[config.mk]
export PLATFORM = sky130hd
export DESIGN_NAME = irq_timer
export DESIGN_NICKNAME = d
export VERILOG_FILES = /design/src/rtl/irq_timer_pkg.sv /design/src/rtl/irq_timer_presc.sv /design/src/rtl/irq_timer_cnt.sv /design/src/rtl/irq_timer_regs.sv /design/src/rtl/irq_timer.sv
export SDC_FILE = /design/constraint.sdc
export NUM_CORES = 1
export LEC_CHECK = 0
export BUFFER_PORTS_ARGS = -buffer_cell sky130_fd_sc_hd__buf_2
export CAP_MARGIN = 5
export CORE_ASPECT_RATIO = 1.5
export CORE_UTILIZATION = 25
export CTS_CLUSTER_SIZE = 28
export DETAILED_ROUTE_END_ITERATION = 10
export RECOVER_POWER = 50
export SKIP_CTS_REPAIR_TIMING = 1
export SYNTH_ARGS = -nofsm -noshare
export SYNTH_HDL_FRONTEND = slang
export SYNTH_SLANG_ARGS = --single-unit
[constraint.sdc]
create_clock -name clk -period 3.9 [get_ports clk]
set_input_delay 0.78 -clock clk [delete_from_list [all_inputs] [get_ports clk]]
set_output_delay 0.78 -clock clk [all_outputs]
set_load 0.05 [all_outputs]
[src/rtl/irq_timer_pkg.sv]
package irq_timer_pkg;

    localparam int DATA_W    = 32;
    localparam int VEC_W     = 8;
    localparam int DIV_IDX_W = 3;
    localparam int MAX_RATIO = 1 << ((1 << DIV_IDX_W) - 1);
    localparam int RATIO_W   = $clog2(MAX_RATIO) + 1;

    localparam int OFF_CTRL = 'h320;
    localparam int OFF_INIT = 'h380;
    localparam int OFF_CUR  = 'h390;
    localparam int OFF_DIV  = 'h3E0;

    localparam int PEND_BIT = 12;
    localparam int MASK_BIT = 16;
    localparam int MODE_LSB = 17;

    typedef enum logic [1:0] {
        MODE_ONESHOT  = 2'd0,
        MODE_PERIODIC = 2'd1,
        MODE_DEADLINE = 2'd2,
        MODE_RSVD     = 2'd3
    } tmode_e;

    typedef struct packed {
        tmode_e             mode;
        logic               mask;
        logic [VEC_W-1:0]   vector;
    } ctrl_t;

    localparam ctrl_t CTRL_RESET = '{mode: MODE_ONESHOT, mask: 1'b1, vector: '0};

    // compact divide index: {code[3], code[1], code[0]}; ratio = 2^((idx+1) mod 8)
    function automatic logic [DIV_IDX_W-1:0] div_pack(input logic [DATA_W-1:0] w);
        return {w[3], w[1], w[0]};
    endfunction

    function automatic logic [DATA_W-1:0] div_unpack(input logic [DIV_IDX_W-1:0] idx);
        return {28'd0, idx[2], 1'b0, idx[1], idx[0]};
    endfunction

    function automatic logic [RATIO_W-1:0] div_ratio(input logic [DIV_IDX_W-1:0] idx);
        logic [DIV_IDX_W-1:0] sh;
        sh = idx + DIV_IDX_W'(1);
        return RATIO_W'(1) << sh;
    endfunction

    function automatic ctrl_t ctrl_from_word(input logic [DATA_W-1:0] w);
        ctrl_t c;
        c.vector = w[VEC_W-1:0];
        c.mask   = w[MASK_BIT];
        c.mode   = tmode_e'(w[MODE_LSB+1:MODE_LSB]);
        return c;
    endfunction

    function automatic logic [DATA_W-1:0] ctrl_to_word(input ctrl_t c, input logic pend);
        logic [DATA_W-1:0] w;
        w = '0;
        w[VEC_W-1:0]              = c.vector;
        w[PEND_BIT]               = pend;
        w[MASK_BIT]               = c.mask;
        w[MODE_LSB+1:MODE_LSB]    = c.mode;
        return w;
    endfunction

endpackage

[src/rtl/irq_timer_presc.sv]
module irq_timer_presc
    import irq_timer_pkg::*;
#(
    parameter int RW = RATIO_W
) (
    input  logic          clk,
    input  logic          rst,
    input  logic          restart,
    input  logic [RW-1:0] ratio_req,
    output logic          tick
);
    localparam int PH_W = RW - 1;

    logic [PH_W-1:0] phase;
    logic [RW-1:0]   act_ratio;

    assign tick = (RW'(phase) == act_ratio - RW'(1));

    always_ff @(posedge clk) begin
        if (rst) begin
            phase     <= '0;
            act_ratio <= RW'(div_ratio('0));
        end else if (restart || tick) begin
            phase     <= '0;
            act_ratio <= ratio_req;
        end else begin
            phase     <= phase + PH_W'(1);
        end
    end

    // phase never runs past the active ratio
    p_phase_bound_r4: assert property (@(posedge clk) disable iff (rst)
        RW'(phase) < act_ratio);

    // ratio only changes at a wrap or a restart
    p_ratio_hold_r9: assert property (@(posedge clk) disable iff (rst)
        (!restart && !tick) |=> $stable(act_ratio));

endmodule

[src/rtl/irq_timer_cnt.sv]
module irq_timer_cnt #(
    parameter int CNT_W = 32
) (
    input  logic             clk,
    input  logic             rst,
    input  logic             load,
    input  logic [CNT_W-1:0] load_val,
    input  logic [CNT_W-1:0] reload_val,
    input  logic             tick,
    input  logic             periodic,
    output logic [CNT_W-1:0] cur,
    output logic             expire
);
    logic at_one;

    assign at_one = (cur == CNT_W'(1));
    assign expire = !load && tick && at_one;

    always_ff @(posedge clk) begin
        if (rst) begin
            cur <= '0;
        end else if (load) begin
            cur <= load_val;
        end else if (tick && cur != '0) begin
            if (at_one)
                cur <= periodic ? reload_val : '0;
            else
                cur <= cur - CNT_W'(1);
        end
    end

    // a load takes effect on the next edge
    p_load_r3: assert property (@(posedge clk) disable iff (rst)
        load |=> cur == $past(load_val));

    // an idle counter stays idle without a load
    p_hold_zero_r5: assert property (@(posedge clk) disable iff (rst)
        (!load && cur == '0) |=> cur == '0);

    // one step per strobe
    p_step_r4: assert property (@(posedge clk) disable iff (rst)
        (!load && tick && cur > CNT_W'(1)) |=> cur == $past(cur) - CNT_W'(1));

    // periodic reload instead of reaching zero
    p_reload_r6: assert property (@(posedge clk) disable iff (rst)
        (expire && periodic) |=> cur == $past(reload_val));

    // no movement between strobes
    p_still_r4: assert property (@(posedge clk) disable iff (rst)
        (!load && !tick) |=> $stable(cur));

endmodule

[src/rtl/irq_timer_regs.sv]
module irq_timer_regs
    import irq_timer_pkg::*;
#(
    parameter int ADDR_W = 12,
    parameter int CNT_W  = 32
) (
    input  logic               clk,
    input  logic               rst,
    input  logic               wr,
    input  logic               rd,
    input  logic [ADDR_W-1:0]  addr,
    input  logic [DATA_W-1:0]  wdata,
    output logic [DATA_W-1:0]  rdata,
    input  logic [CNT_W-1:0]   cur,
    input  logic               expire,
    input  logic               irq_ready,
    output logic               load,
    output logic [CNT_W-1:0]   load_val,
    output logic [CNT_W-1:0]   init_val,
    output logic               periodic,
    output logic [RATIO_W-1:0] ratio,
    output logic               irq_valid,
    output logic [VEC_W-1:0]   irq_vector
);
    logic aligned, hit_ctrl, hit_init, hit_cur, hit_div;
    ctrl_t                ctrl_q;
    logic [CNT_W-1:0]     init_q;
    logic [DIV_IDX_W-1:0] div_q;
    logic                 pend_q;
    logic [DATA_W-1:0]    rmux;

    assign aligned  = (addr[1:0] == 2'b00);
    assign hit_ctrl = aligned && (addr == ADDR_W'(OFF_CTRL));
    assign hit_init = aligned && (addr == ADDR_W'(OFF_INIT));
    assign hit_cur  = aligned && (addr == ADDR_W'(OFF_CUR));
    assign hit_div  = aligned && (addr == ADDR_W'(OFF_DIV));

    assign load       = wr && hit_init;
    assign load_val   = wdata[CNT_W-1:0];
    assign init_val   = init_q;
    assign periodic   = (ctrl_q.mode == MODE_PERIODIC);
    assign ratio      = div_ratio(div_q);
    assign irq_valid  = pend_q;
    assign irq_vector = ctrl_q.vector;

    always_ff @(posedge clk) begin
        if (rst) begin
            ctrl_q <= CTRL_RESET;
            init_q <= '0;
            div_q  <= '0;
        end else if (wr) begin
            if (hit_ctrl) ctrl_q <= ctrl_from_word(wdata);
            if (hit_init) init_q <= wdata[CNT_W-1:0];
            if (hit_div)  div_q  <= div_pack(wdata);
        end
    end

    always_ff @(posedge clk) begin
        if (rst)
            pend_q <= 1'b0;
        else if (expire && !ctrl_q.mask)
            pend_q <= 1'b1;
        else if (irq_ready)
            pend_q <= 1'b0;
    end

    always_comb begin
        rmux = '0;
        if (hit_ctrl) rmux = ctrl_to_word(ctrl_q, pend_q);
        if (hit_init) rmux = DATA_W'(init_q);
        if (hit_cur)  rmux = DATA_W'(cur);
        if (hit_div)  rmux = div_unpack(div_q);
    end

    always_ff @(posedge clk) begin
        if (rst)
            rdata <= '0;
        else if (rd)
            rdata <= rmux;
    end

    // masked expiry never raises a request
    p_mask_quiet_r7: assert property (@(posedge clk) disable iff (rst)
        (expire && ctrl_q.mask) |=> !$rose(pend_q));

    // unmasked expiry raises the request
    p_raise_r8: assert property (@(posedge clk) disable iff (rst)
        (expire && !ctrl_q.mask) |=> irq_valid);

    // acknowledge drops the request
    p_ack_r8: assert property (@(posedge clk) disable iff (rst)
        (irq_valid && irq_ready && !expire) |=> !irq_valid);

endmodule

[src/rtl/irq_timer.sv]
module irq_timer
    import irq_timer_pkg::*;
#(
    parameter int ADDR_W = 12,
    parameter int CNT_W  = 32
) (
    input  logic              clk,
    input  logic              rst,
    input  logic              reg_wr,
    input  logic              reg_rd,
    input  logic [ADDR_W-1:0] reg_addr,
    input  logic [31:0]       reg_wdata,
    output logic [31:0]       reg_rdata,
    output logic              irq_valid,
    input  logic              irq_ready,
    output logic [7:0]        irq_vector
);
    logic               load, periodic, tick, expire;
    logic [CNT_W-1:0]   load_val, init_val, cur;
    logic [RATIO_W-1:0] ratio;

    irq_timer_regs #(.ADDR_W(ADDR_W), .CNT_W(CNT_W)) u_regs (
        .clk        (clk),
        .rst        (rst),
        .wr         (reg_wr),
        .rd         (reg_rd),
        .addr       (reg_addr),
        .wdata      (reg_wdata),
        .rdata      (reg_rdata),
        .cur        (cur),
        .expire     (expire),
        .irq_ready  (irq_ready),
        .load       (load),
        .load_val   (load_val),
        .init_val   (init_val),
        .periodic   (periodic),
        .ratio      (ratio),
        .irq_valid  (irq_valid),
        .irq_vector (irq_vector)
    );

    irq_timer_presc #(.RW(RATIO_W)) u_presc (
        .clk       (clk),
        .rst       (rst),
        .restart   (load),
        .ratio_req (ratio),
        .tick      (tick)
    );

    irq_timer_cnt #(.CNT_W(CNT_W)) u_cnt (
        .clk        (clk),
        .rst        (rst),
        .load       (load),
        .load_val   (load_val),
        .reload_val (init_val),
        .tick       (tick),
        .periodic   (periodic),
        .cur        (cur),
        .expire     (expire)
    );

endmodule

# Word-level counts from Yosys, hierarchy flattened
# Cells that the tools add are included.
# word_totals
regBits	126
in_bits	49
output_inout_bits	41
# classes
add_sub_neg	4
n_eq_ne	7
n_shift	1
muxes	10
reduce_logical	20
# ops
op	n
two-way mux 32 bit	7
== test 12 x 10 -> 1 bit (second input constant)	4
== test 32 x 1 -> 1 bit (second input constant)	1
nonzero test 32 bit	1
subtractor 32 x 1 -> 32 bit (second input constant)	1
two-way mux 19 bit	1
logical AND 1 bit	9
== test 7 x 8 -> 1 bit	1
left shift 1 x 3 -> 8 bit (first input constant)	1
subtractor 8 x 1 -> 8 bit (second input constant)	1
adder 7 x 1 -> 7 bit (second input constant)	1
AND reduction 2 bit	3
nonzero test 2 bit	2
adder 3 x 1 -> 3 bit (second input constant)	1
== test 2 x 1 -> 1 bit (second input constant)	1
zero test 1 bit	2
zero test 2 bit	1
two-way mux 1 bit	2
OR reduction 2 bit	1
logical OR 1 bit	1

# Logic depth before layout (Yosys ltp)
# logic_depth
ltp_word	8
ltp_mapped	12
ltp_nobuf	9

# Cells and area by module
# Synthesis repeated with hierarchy kept, for this count alone.
# unflattened
cells_unflattened	882
area_unflattened_um2	7418.4
# by_module_without_submodules
mod	instances	cells_per_inst	area_each_um2	seq_area_each_um2
irq_timer_regs	1	426	3681.0	1581.5
irq_timer_cnt	1	324	2587.5	640.6
irq_timer_presc	1	132	1149.9	300.3

# Worst setup path before layout
# Ideal clock, no wire load.
# synth_timing
kind	in2reg
startpoint	in reg_addr[2]
endpoint	reg u_cnt.cur[1]
setup_ps	86
t_arrival_ps	2784
slack_ps	1031
stages	10
n_path_buf	3
path_cell_list	nor4bb_1 -> and4b_1 -> clkbuf_1 -> and2_1 -> clkbuf_1 -> clkbuf_1 -> a22oi_1 -> o21ai_0 -> nor2_1 -> a211oi_1
# synth_between
elab_chain_len	4
# synth_lines
element	line	source
start: declaration	irq_timer.sv:11	input logic [ADDR_W-1:0] reg_addr,
== test 12 x 10 -> 1 bit *	irq_timer_regs.sv:34	assign hit_init = aligned && (addr == ADDR_W'(OFF_INIT));
logical AND 1 bit *	irq_timer_regs.sv:34	
logical AND 1 bit *	irq_timer_regs.sv:38	assign load = wr && hit_init;
two-way mux 32 bit or nonzero test 2 bit (tied branches)	--	
end signal: assignment	irq_timer_cnt.sv:23	cur <= load_val;
end signal: assignment	irq_timer_cnt.sv:26	cur <= periodic ? reload_val : '0;
end signal: assignment	irq_timer_cnt.sv:28	cur <= cur - CNT_W'(1);
end: declaration	irq_timer_cnt.sv:11	output logic [CNT_W-1:0] cur,
# Mark *: on every way between the ends. The rest lies on a longest branch, timed or not.
# A chain may end at the register's enable or synchronous reset.

# Worst setup path in the final report
# layout_timing
startpoint	reg u_cnt.cur[10]
endpoint	reg u_cnt.cur[20]
# layout_between
elab_chain_len	4
# layout_lines
element	line	source
subtractor 32 x 1 -> 32 bit or == test 32 x 1 -> 1 bit (tied branches)	irq_timer_cnt.sv:28, irq_timer_cnt.sv:16	
two-way mux 32 bit	irq_timer_cnt.sv:25	if (at_one)
two-way mux 32 bit	irq_timer_cnt.sv:24	end else if (tick && cur != '0) begin
two-way mux 32 bit	irq_timer_cnt.sv:22	end else if (load) begin
# Parallel ways exist; a longest one is shown, timed or not. The select of a mux whose other input is x is not followed.

==> impl_metrics.tcl <==
set metrics [dict create \
    layout_commonest_cell "nand2_1" \
    vias_per_cell 5.33 \
    clk_latency_ns 0.43 \
    core_area_um2 25100 \
    reg2reg_from "u_cnt.cur[10]" \
    met2_usage_pct 32.3 \
    crit_arrival_ns 3.56 \
    min_path_type "register to register" \
    grt_overflow_total 0 \
    ant_nets 0 \
    grt_max_degree 50 \
    grt_use_met3_pct 2.67 \
    io_pins 90 \
    rrSetupSlack_ns 0.63 \
    die_h_um 197 \
    yosys.area.top_type_share_pct 39.7 \
    leakage_nw 2.71 \
    vias 6417 \
    nNetsFinal 916 \
    fin_cells 1203 \
    synth_top_cell_by_area "dfxtp_1" \
    min_from "u_regs.init_val[21]" \
    drive_above_1_share_pct 13.4 \
    grt_pass1_wl_mm 34.5 \
    status "finished clean" \
    cp_slowest_stage_delay_ns 0.72 \
    cp-start-kind "register" \
    syn-mean-instance-area_um2 7.89 \
    crit_type "register to register" \
    initial_core_util_pct 25.4 \
    syn_inst 806 \
    insertedDiodeCount 0 \
    ys_types 71 \
    skew_ns 0.0124 \
    hold_depth 2 \
    rsz0062_at_grt "false" \
    clk_path_buf_depth 2 \
    fmax_ghz 0.305 \
    fillCellCount 2709 \
    async_reset_ff_share_pct 0 \
    cts-root-buf "clkbuf_16" \
    end_kind "register" \
    dp_cells 1171 \
    mostFrequentLayoutCells "133 x nand2_1, 126 x dfxtp_1, 89 x a21oi_1" \
    synthTopCellsByArea "dfxtp_1 40%, nand2_1 7.9%, a21oi_1 7.0%, nor2_1 4.8%, a211oi_1 3.8%" \
    hold_viol 0 \
    r2r_cells 7 \
    gr-usage-all-layers_pct 17.2 \
    cp.required_ns 4.19 \
    post-route-period-util_pct 84.0 \
    drc_errors 0 \
    hpwl_mm 15.7 \
    cts_tree "done" \
    maxCapViolCount 0 \
    ys_warn_count 0 \
    drt_iter0_markers 534 \
    power.density_nw_per_um2 856 \
    vdd.ir_drop.worst_uv 411 \
    cp_slowest_cell "or4b_4" \
    wl_per_cell_um 18.4 \
    cts_max_level 4 \
    area_growth_syn_to_layout_pct 19.6 \
    setup_tns_ns 0 \
    slew_violations 0 \
    critical_path.cell_chain "or4_1, or3_1, or4b_4, nand2_1, nor2_1, a222oi_1, o21ai_0" \
    dieArea_um2 26100 \
    io_buffers 89 \
    setup_viol 0 \
    gp_congestion 0.859 \
    synth_seq_area_share_pct 39.7 \
    grt_pass1_vias 6304 \
    ys_ff_latch 126 \
    path_max_fanout 20 \
    antenna_found_initial 0 \
    syn_nets 860 \
    tightest_slew_ns 1.13 \
    wirelength_mm 22.1 \
    drt_pass1_iterations 6 \
    min_period_ns 3.27 \
    whs_ns 0.474 \
    use_met1_pct 17.7 \
    synth_edf_count 0 \
    cts_made_buffers 17 \
    clk_pin_slew_worst_paths_ns 0.06 \
    slew-limit-headroom_pct 24.6 \
    netlist_area_um2 6360 \
    power_w 0.00651 \
    clock_sinks 126 \
    min_to "u_regs.init_val[21]" \
    reg2reg_to "u_cnt.cur[20]" \
    busiest_layer "met2" \
    row_count 71 \
    synthFlopType "dfxtp_1" \
    die_w_um 132 \
]
[per-stage QoR]
stage               setup slack [ns]  cell area (µm²)  util (%)
floorplan                       1.03             6360         -
global placement               0.742             7050      28.1
detailed placement             0.684             7050      28.1
CTS                            0.674             7660      30.6
global route                   0.373             7600      30.4
finish                         0.625             7600      30.4
[routing by layer]
| layer | routed length, µm | vias up |
|---|---|---|
| li1 | - | 3052 |
| met2 | 12000 | 221 |
| met1 | 8310 | 3074 |
| met4 | 977 | 0 |
| met3 | 860 | 70 |
| met5 | 0 | - |
[sequential cells by signal, summed over array words and instances, names as in the netlist]
signal             cells
u_regs.irq_vector      8
u_regs.rdata          32
u_cnt.cur             32
u_regs.irq_valid       1
u_presc.act_ratio      8
u_regs.div_q           3
u_presc.phase          7
u_regs.init_val       32
u_regs.ctrl_q          3
[where the power goes]
| group | switching [W] | internal (W) | total [W] | leakage [nW] |
|---|---|---|---|---|
| logic | 0.00198 | 0.00122 | 0.00319 | 1.40 |
| registers | 0.000203 | 0.00145 | 0.00166 | 1.02 |
| clock network | 0.000623 | 0.00104 | 0.00166 | 0.288 |
[cells in the mapped netlist (3+ instances only)]
library cell  number
nand4_1            4
nor3_1            17
a31oi_1            6
o211a_1            4
a221oi_1           7
o211ai_1          14
nand2b_1           3
o21ai_0           28
buf_1              4
ha_1               5
or4_1              4
a21o_1             8
dfxtp_1          126
and3_1             5
a311oi_1           3
and2_1             8
nand3b_1           5
nand3_1           13
a22oi_1           24
xor2_1             8
or4b_2             3
xnor2_1            5
nor4_1             9
buf_2              9
o21a_1             3
nand2_1          133
a211o_1            3
buf_4              8
or3_1              7
a211oi_1          32
a21oi_1           89
a222oi_1          16
inv_1              9
clkbuf_1          49
nor2_1            82
nor3b_1            6
or2_2              3
[how the worst max path moves through the flow]
stage | to | slack, ns | start | cells past startpoint
after floorplan | u_cnt.cur[1] | 1.03 | reg_addr[2] | 10
after global placement | u_cnt.cur[24] | 0.74 | u_cnt.cur[10] | 7
after detailed placement | u_cnt.cur[20] | 0.68 | u_cnt.cur[10] | 7
after CTS | u_cnt.cur[20] | 0.67 | u_cnt.cur[10] | 7
after global routing | u_cnt.cur[31] | 0.37 | u_presc.act_ratio[0] | 10
final | u_cnt.cur[20] | 0.63 | u_cnt.cur[10] | 7
[area by class of cell]
class	instances	area [µm²]	share of cell area (%)
Clock inverter	13	164	2.16
Timing Repair Buffer	109	537	7.06
Inverter	9	33.8	0.444
Clock buffer	19	453	5.96
Tap cell	328	410	5.40
Multi-Input combinational cell	599	3480	45.8
Sequential cell	126	2520	33.2
[worst max-delay path, delay by kind of cell, from the launching register on]
kind            cells  cell delay (ns)
compound gates      2             0.43
flops               1             0.35
simple gates        5             2.35
[cell families after synthesis]
| family | share of synthesized area, % |
|---|---|
| compound gates | 27.9 |
| flops | 39.7 |
| fa+ha+maj | 0.984 |
| simple gates | 23.7 |
| buf+inv | 5.67 |
| xor+xnor | 1.79 |
| mux | 0.335 |
(Power assumes the default switching activity.)
